## config.mk

```make
export PLATFORM = sky130hd
export DESIGN_NAME = pm_rst_ctrl
export DESIGN_NICKNAME = d
export VERILOG_FILES = /design/src/rtl/pm_rst_pkg.sv /design/src/rtl/pm_rst_sync.sv /design/src/rtl/pm_rst_regs.sv /design/src/rtl/pm_rst_timer.sv /design/src/rtl/pm_rst_ctrl.sv
export SDC_FILE = /design/constraint.sdc
export NUM_CORES = 1
export LEC_CHECK = 0
export ABC_CLOCK_PERIOD_IN_PS = 2800
export BUFFER_PORTS_ARGS = -buffer_cell sky130_fd_sc_hd__buf_4
export CAP_MARGIN = 20
export CORE_UTILIZATION = 56
export DETAILED_ROUTE_END_ITERATION = 10
export GPL_TIMING_DRIVEN = 0
export PLACE_DENSITY = 0.9
export SETUP_SLACK_MARGIN = 0.4
export SYNTH_ARGS = -nofsm -noshare
export SYNTH_HDL_FRONTEND = slang
export SYNTH_SLANG_ARGS = --single-unit
```

## constraint.sdc

```tcl
create_clock -name clk -period 2.8 [get_ports clk]
set_clock_uncertainty 0.15 [all_clocks]
set_input_delay 0.28 -clock clk [delete_from_list [all_inputs] [get_ports clk]]
set_output_delay 0.28 -clock clk [all_outputs]
set_load 0.005 [all_outputs]
```

## src/rtl/pm_rst_pkg.sv

```systemverilog
package pm_rst_pkg;
  typedef enum logic [2:0] {
    ST_OFF  = 3'd0,
    ST_UP   = 3'd1,
    ST_ACT  = 3'd2,
    ST_HIB  = 3'd3,
    ST_DOWN = 3'd4
  } pm_state_e;

  // hold length in ticks for a 2-bit select
  function automatic int unsigned hold_ticks(int unsigned base, logic [1:0] sel);
    return base << sel;
  endfunction
endpackage

```

## src/rtl/pm_rst_sync.sv

```systemverilog
module pm_rst_sync #(
  parameter int unsigned STAGES = 2
) (
  input  logic clk,
  input  logic rst_n,
  input  logic d_in,
  output logic d_out
);
  logic [STAGES-1:0] stg_q;

  generate
    for (genvar i = 0; i < STAGES; i++) begin : g_stg
      always_ff @(posedge clk or negedge rst_n) begin
        if (!rst_n) stg_q[i] <= 1'b1;
        else if (i == 0) stg_q[i] <= d_in;
        else stg_q[i] <= stg_q[(i == 0) ? 0 : i-1];
      end
    end
  endgenerate

  assign d_out = stg_q[STAGES-1];
endmodule

```

## src/rtl/pm_rst_regs.sv

```systemverilog
module pm_rst_regs (
  input  logic       clk,
  input  logic       rst_n,
  input  logic       wr_en,
  input  logic       wr_addr,
  input  logic [3:0] wr_data,
  input  logic       mem_clr,
  output logic [1:0] sel_nxt,
  output logic       sw_go,
  output logic       hib_host_rel,
  output logic       hib_mem_rel,
  output logic       mem_valid
);
  logic [1:0] sel_q;
  logic       wr_ctl;
  logic       wr_hib;

  assign wr_ctl  = wr_en && !wr_addr;
  assign wr_hib  = wr_en && wr_addr;
  assign sel_nxt = wr_ctl ? wr_data[1:0] : sel_q;
  assign sw_go   = wr_ctl && wr_data[2];

  always_ff @(posedge clk or negedge rst_n) begin
    if (!rst_n) begin
      sel_q        <= 2'b11;
      hib_host_rel <= 1'b0;
      hib_mem_rel  <= 1'b0;
      mem_valid    <= 1'b0;
    end else begin
      sel_q <= sel_nxt;
      if (wr_hib) begin
        hib_host_rel <= wr_data[0];
        hib_mem_rel  <= wr_data[1];
      end
      if (mem_clr) mem_valid <= 1'b0;
      else if (wr_ctl) mem_valid <= wr_data[3];
    end
  end
endmodule

```

## src/rtl/pm_rst_timer.sv

```systemverilog
module pm_rst_timer #(
  parameter int unsigned BASE_TICKS = 15,
  parameter int unsigned CNT_W      = 7
) (
  input  logic             clk,
  input  logic             rst_n,
  input  logic             start,
  input  logic [1:0]       sel,
  input  logic             tick,
  output logic [CNT_W-1:0] cnt,
  output logic             busy
);
  logic [CNT_W-1:0] load_val;

  assign load_val = CNT_W'(pm_rst_pkg::hold_ticks(BASE_TICKS, sel));
  assign busy     = (cnt != '0);

  always_ff @(posedge clk or negedge rst_n) begin
    if (!rst_n) cnt <= '0;
    else if (start) cnt <= load_val;
    else if (tick && busy) cnt <= cnt - 1'b1;
  end
endmodule

```

## src/rtl/pm_rst_ctrl.sv

```systemverilog
module pm_rst_ctrl #(
  parameter int unsigned BASE_TICKS  = 15,
  parameter int unsigned SYNC_STAGES = 2
) (
  input  logic       clk,
  input  logic       rst_n,
  input  logic [2:0] sys_state,
  input  logic       pwr_good,
  input  logic       xtal_det_en,
  input  logic       osc_valid,
  input  logic       mr_n,
  input  logic       tick_ms,
  input  logic       wr_en,
  input  logic       wr_addr,
  input  logic [3:0] wr_data,
  output logic       host_rst_n,
  output logic       mem_rst_n,
  output logic       mem_valid
);
  import pm_rst_pkg::*;

  localparam int unsigned MAX_TICKS = hold_ticks(BASE_TICKS, 2'b11);
  localparam int unsigned CNT_W     = $clog2(MAX_TICKS + 1);

  logic             mr_sync;
  logic             mr_act;
  logic             pg_go;
  logic             sw_go;
  logic             hold_start;
  logic             hold_busy;
  logic [CNT_W-1:0] hold_cnt;
  logic [1:0]       sel_nxt;
  logic             hib_host_rel;
  logic             hib_mem_rel;
  logic             mem_clr;
  logic             host_low;
  logic             mem_low;
  logic             fresh_q;
  logic             osc_ok_q;
  logic             st_run;
  logic             st_dead;
  logic             st_hib;

  pm_rst_sync #(.STAGES(SYNC_STAGES)) u_mr_sync (
    .clk(clk), .rst_n(rst_n), .d_in(mr_n), .d_out(mr_sync)
  );
  assign mr_act = !mr_sync;

  pm_rst_regs u_regs (
    .clk(clk), .rst_n(rst_n), .wr_en(wr_en), .wr_addr(wr_addr),
    .wr_data(wr_data), .mem_clr(mem_clr), .sel_nxt(sel_nxt),
    .sw_go(sw_go), .hib_host_rel(hib_host_rel),
    .hib_mem_rel(hib_mem_rel), .mem_valid(mem_valid)
  );

  assign st_run  = (sys_state == ST_UP) || (sys_state == ST_ACT);
  assign st_hib  = (sys_state == ST_HIB);
  assign st_dead = !st_run && !st_hib;
  assign pg_go   = st_run && fresh_q && pwr_good;
  assign hold_start = pg_go || sw_go || mr_act;

  pm_rst_timer #(.BASE_TICKS(BASE_TICKS), .CNT_W(CNT_W)) u_timer (
    .clk(clk), .rst_n(rst_n), .start(hold_start), .sel(sel_nxt),
    .tick(tick_ms), .cnt(hold_cnt), .busy(hold_busy)
  );

  // memory reset asserted by the state sequence itself
  assign mem_clr = st_dead || (st_hib && !hib_mem_rel) || (st_run && fresh_q);

  always_comb begin
    if (st_dead) begin
      mem_low  = 1'b1;
      host_low = 1'b1;
    end else if (st_hib) begin
      mem_low  = !hib_mem_rel || mr_act || hold_busy;
      host_low = !hib_host_rel || mr_act || hold_busy;
    end else begin
      mem_low  = fresh_q || mr_act || hold_busy;
      host_low = mem_low || (xtal_det_en && !osc_ok_q);
    end
  end

  always_ff @(posedge clk or negedge rst_n) begin
    if (!rst_n) begin
      fresh_q    <= 1'b1;
      osc_ok_q   <= 1'b0;
      host_rst_n <= 1'b0;
      mem_rst_n  <= 1'b0;
    end else begin
      if (st_dead) fresh_q <= 1'b1;
      else if (pg_go) fresh_q <= 1'b0;
      if (st_dead) osc_ok_q <= 1'b0;
      else if (osc_valid) osc_ok_q <= 1'b1;
      host_rst_n <= !host_low;
      mem_rst_n  <= !mem_low;
    end
  end
endmodule


```

==> metrics <==
Clock Latency Late Sink=0.29 ns; H-tree Lvls=1; placer congestion estimate=0.727; Synth area leader=dfrtp_1; Fmax=0.483 GHz; Comb power frac=22.0%; Synth top area share=34.2%; Post-synth ARST share=100%; # fillers=109; hold_sp=wr_data[1]; cells on worst reg2reg path=6; Max rail drop VDD=0.339 mV; All-Layer GR Usage=22.6%; sequential share of power=51.9%; Pleak=0.506 nW; cell count of the worst hold path=2; clock slew at reported path FFs=0.10 ns; Die Area=0.00187 sq mm; post-synthesis sequential area ratio=48.0%; height of the die=43.2 microns; total CTS buffers=3; TritonCTS clock tree=yes; Tcrit/Tclk final=73.9%; Max clock buf depth=2; min-delay worst type=in2reg; IO Port Bufs=17; total power divided by cell area=526 mW/mm^2; clock share of power=26.1%; total core area=0.00154 sq mm; most frequent cell after synthesis=dfrtp_1; drt total wl=1850 microns; Post-CTS Setup Inserts=0; Power Total=0.614 mW; Commonest cells post-synth=13 x dfrtp_1, 7 x o21ai_0, 6 x inv_1, 6 x nand2_1, 6 x nor2_1; hpwl dp=1410 microns; # IOs=19; Synth Register Bits=18; first-pass GRT wire length=3110 microns; grt total ovfl=0; EDFF count, synth=0; Final ANT Viol Nets=0; drt drc=0; vias in the first global route=745; TNS Setup=0 ns; ys flop type=dfrtp_1; initial DRC count=15; CP max FO=4; CTS Root Buffer Type=clkbuf_4; CP Class=reg2reg; Worst Setup End Kind=flip-flop; post-synth cell types=37; via count=776; critical path startpoint category=flip-flop; Die X-Extent=43.2 microns; Initial Utilization=61.8%; Cell Area, Synth=952 sq um; R2R Setup Slk=0.73 ns; crit path DAT=2.15 ns; fraction of layout instances using a drive strength above 1=32.5%; syn avg cell area=10.2 sq um; Final Setup Violations=0; num rows=14; Slew HR=70.8%; Cells after Synth=93; outcome=finished, final reports clean; Least-Margin Pin Slew=0.438 ns; fin crit period=2.07 ns; Area growth, synth to finish=22.5%; Switching Power=0.173 mW; Net Sw Frac=28.2%; syn nets=111; area of the multi-input gates=468 sq um; initial antenna violation count=0; dpl cell area=0.00110 sq mm; hold endpoint=u_regs.hib_mem_rel; Final Net Count=136; Finished Cell Area=0.00117 sq mm; first drt pass iteration count=4; clock sinks=18; Hold Violations, Final=0; Final Slew Violations=0; Area contributors post-synth=dfrtp_1 34%, dfstp_2 14%, mux2_2 5.9%, o21ai_0 3.7%, a21oi_1 2.6%; DR WL/cell=13.9 microns; largest net degree at the start of global routing=19; Sequential Area=457 sq um; Required @ worst endpoint=2.88 ns; Vias/cell=5.83; RR Endpoint=u_timer.cnt[1]; Synthesis Warnings=0; unrepaired setup endpoints after global routing=no; Max-Cap Viols=0; antenna cells=0; Pint=0.440 mW; RR Startpoint=u_timer.cnt[0]; post-CTS sizing=0
-- layout by cell type (no fill, tap or decap), drive strengths merged, types with 4 or more instances in the layout --
master,n
buf,18
nor2,6
clkbuf,4
o21ai,8
nand2,6
inv,6
mux2,5
dfstp,5
a21oi,5
dfrtp,13
-- logic make-up (layout without fill, tap and decap cells) --
family	Yosys count	in the layout	share of synthesized area, %
flops	18	18	48.0
simple gates	35	35	21.9
buf+inv	7	31	2.89
fa+ha+maj	2	2	2.63
xor+xnor	3	3	2.76
compound gates	22	22	14.8
mux	6	6	6.96
-- state kept, by name, summed over array words and instances, names as in the netlist --
register,count
u_regs.sel_q,2
u_regs.hib_mem_rel,1
host_rst_n,1
osc_ok_q,1
u_mr_sync.stg_q,1
u_mr_sync.d_out,1
u_timer.cnt,7
u_regs.hib_host_rel,1
u_regs.mem_valid,1
mem_rst_n,1
fresh_q,1
-- per-stage QoR --
step	worst slack (ns)	cells	util [%]	hold slack, ns
2_1_floorplan	0.907	93	-	-0.166
3_3_place_gp	0.838	126	71.3	0.00189
3_5_place_dp	0.771	126	71.3	0.00707
4_1_cts	0.737	132	75.0	0.00617
5_1_grt	0.659	133	75.6	0.0649
6_report	0.730	133	75.6	0.0732
-- how the worst max path moves through the flow --
| stage | from | end | slack, ns |
|---|---|---|---|
| 3_3_place_gp | u_timer.cnt[0] | u_timer.cnt[1] | 0.84 |
| 4_1_cts | u_timer.cnt[0] | u_timer.cnt[1] | 0.74 |
| 2_1_floorplan | u_timer.cnt[0] | u_timer.cnt[1] | 0.91 |
| 6_report | u_timer.cnt[0] | u_timer.cnt[1] | 0.73 |
| 3_5_place_dp | u_timer.cnt[0] | u_timer.cnt[1] | 0.77 |
| 5_1_grt | u_timer.cnt[0] | u_timer.cnt[0] | 0.66 |
-- power groups by stage --
stage | Clock, mW | Sequential, mW | Combinational [mW]
2_1_floorplan | 0 | 0.315 | 0.0887
3_3_place_gp | 0 | 0.320 | 0.123
3_5_place_dp | 0 | 0.322 | 0.132
4_1_cts | 0.163 | 0.317 | 0.135
5_1_grt | 0.176 | 0.323 | 0.149
6_report | 0.160 | 0.318 | 0.135
-- metal layers --
metal | share of wire (%) | track usage, % | wire (microns)
met1 | 44 | 25.9 | 812
met2 | 53 | 41.8 | 976
met3 | 2.3 | 3.83 | 43
met4 | 0.70 | 7.27 | 13
met5 | 0 | 0 | 0
-- cell type report --
cell class | instances | share of cell area, %
multi-input combinational | 68 | 40.1
sequential | 18 | 39.2
timing repair buffer | 20 | 13.5
clock buffer | 4 | 3.11
inverter | 6 | 1.93
tap | 16 | 1.72
buffer | 1 | 0.429
-- worst max-delay path: stages (launching register included) --
cell	delay [ns]
dfrtp_1	0.40
inv_1	0.14
ha_1	0.25
or4b_4	0.50
or2_1	0.24
a31o_1	0.22
o21ai_1	0.10
-- what timing repair did --
item,CTS,global route
endpoints found under the hold margin,19,1
endpoints found under the setup margin,0,0
hold buffers,2,1
Note: power is estimated with default switching activity, not from simulation.
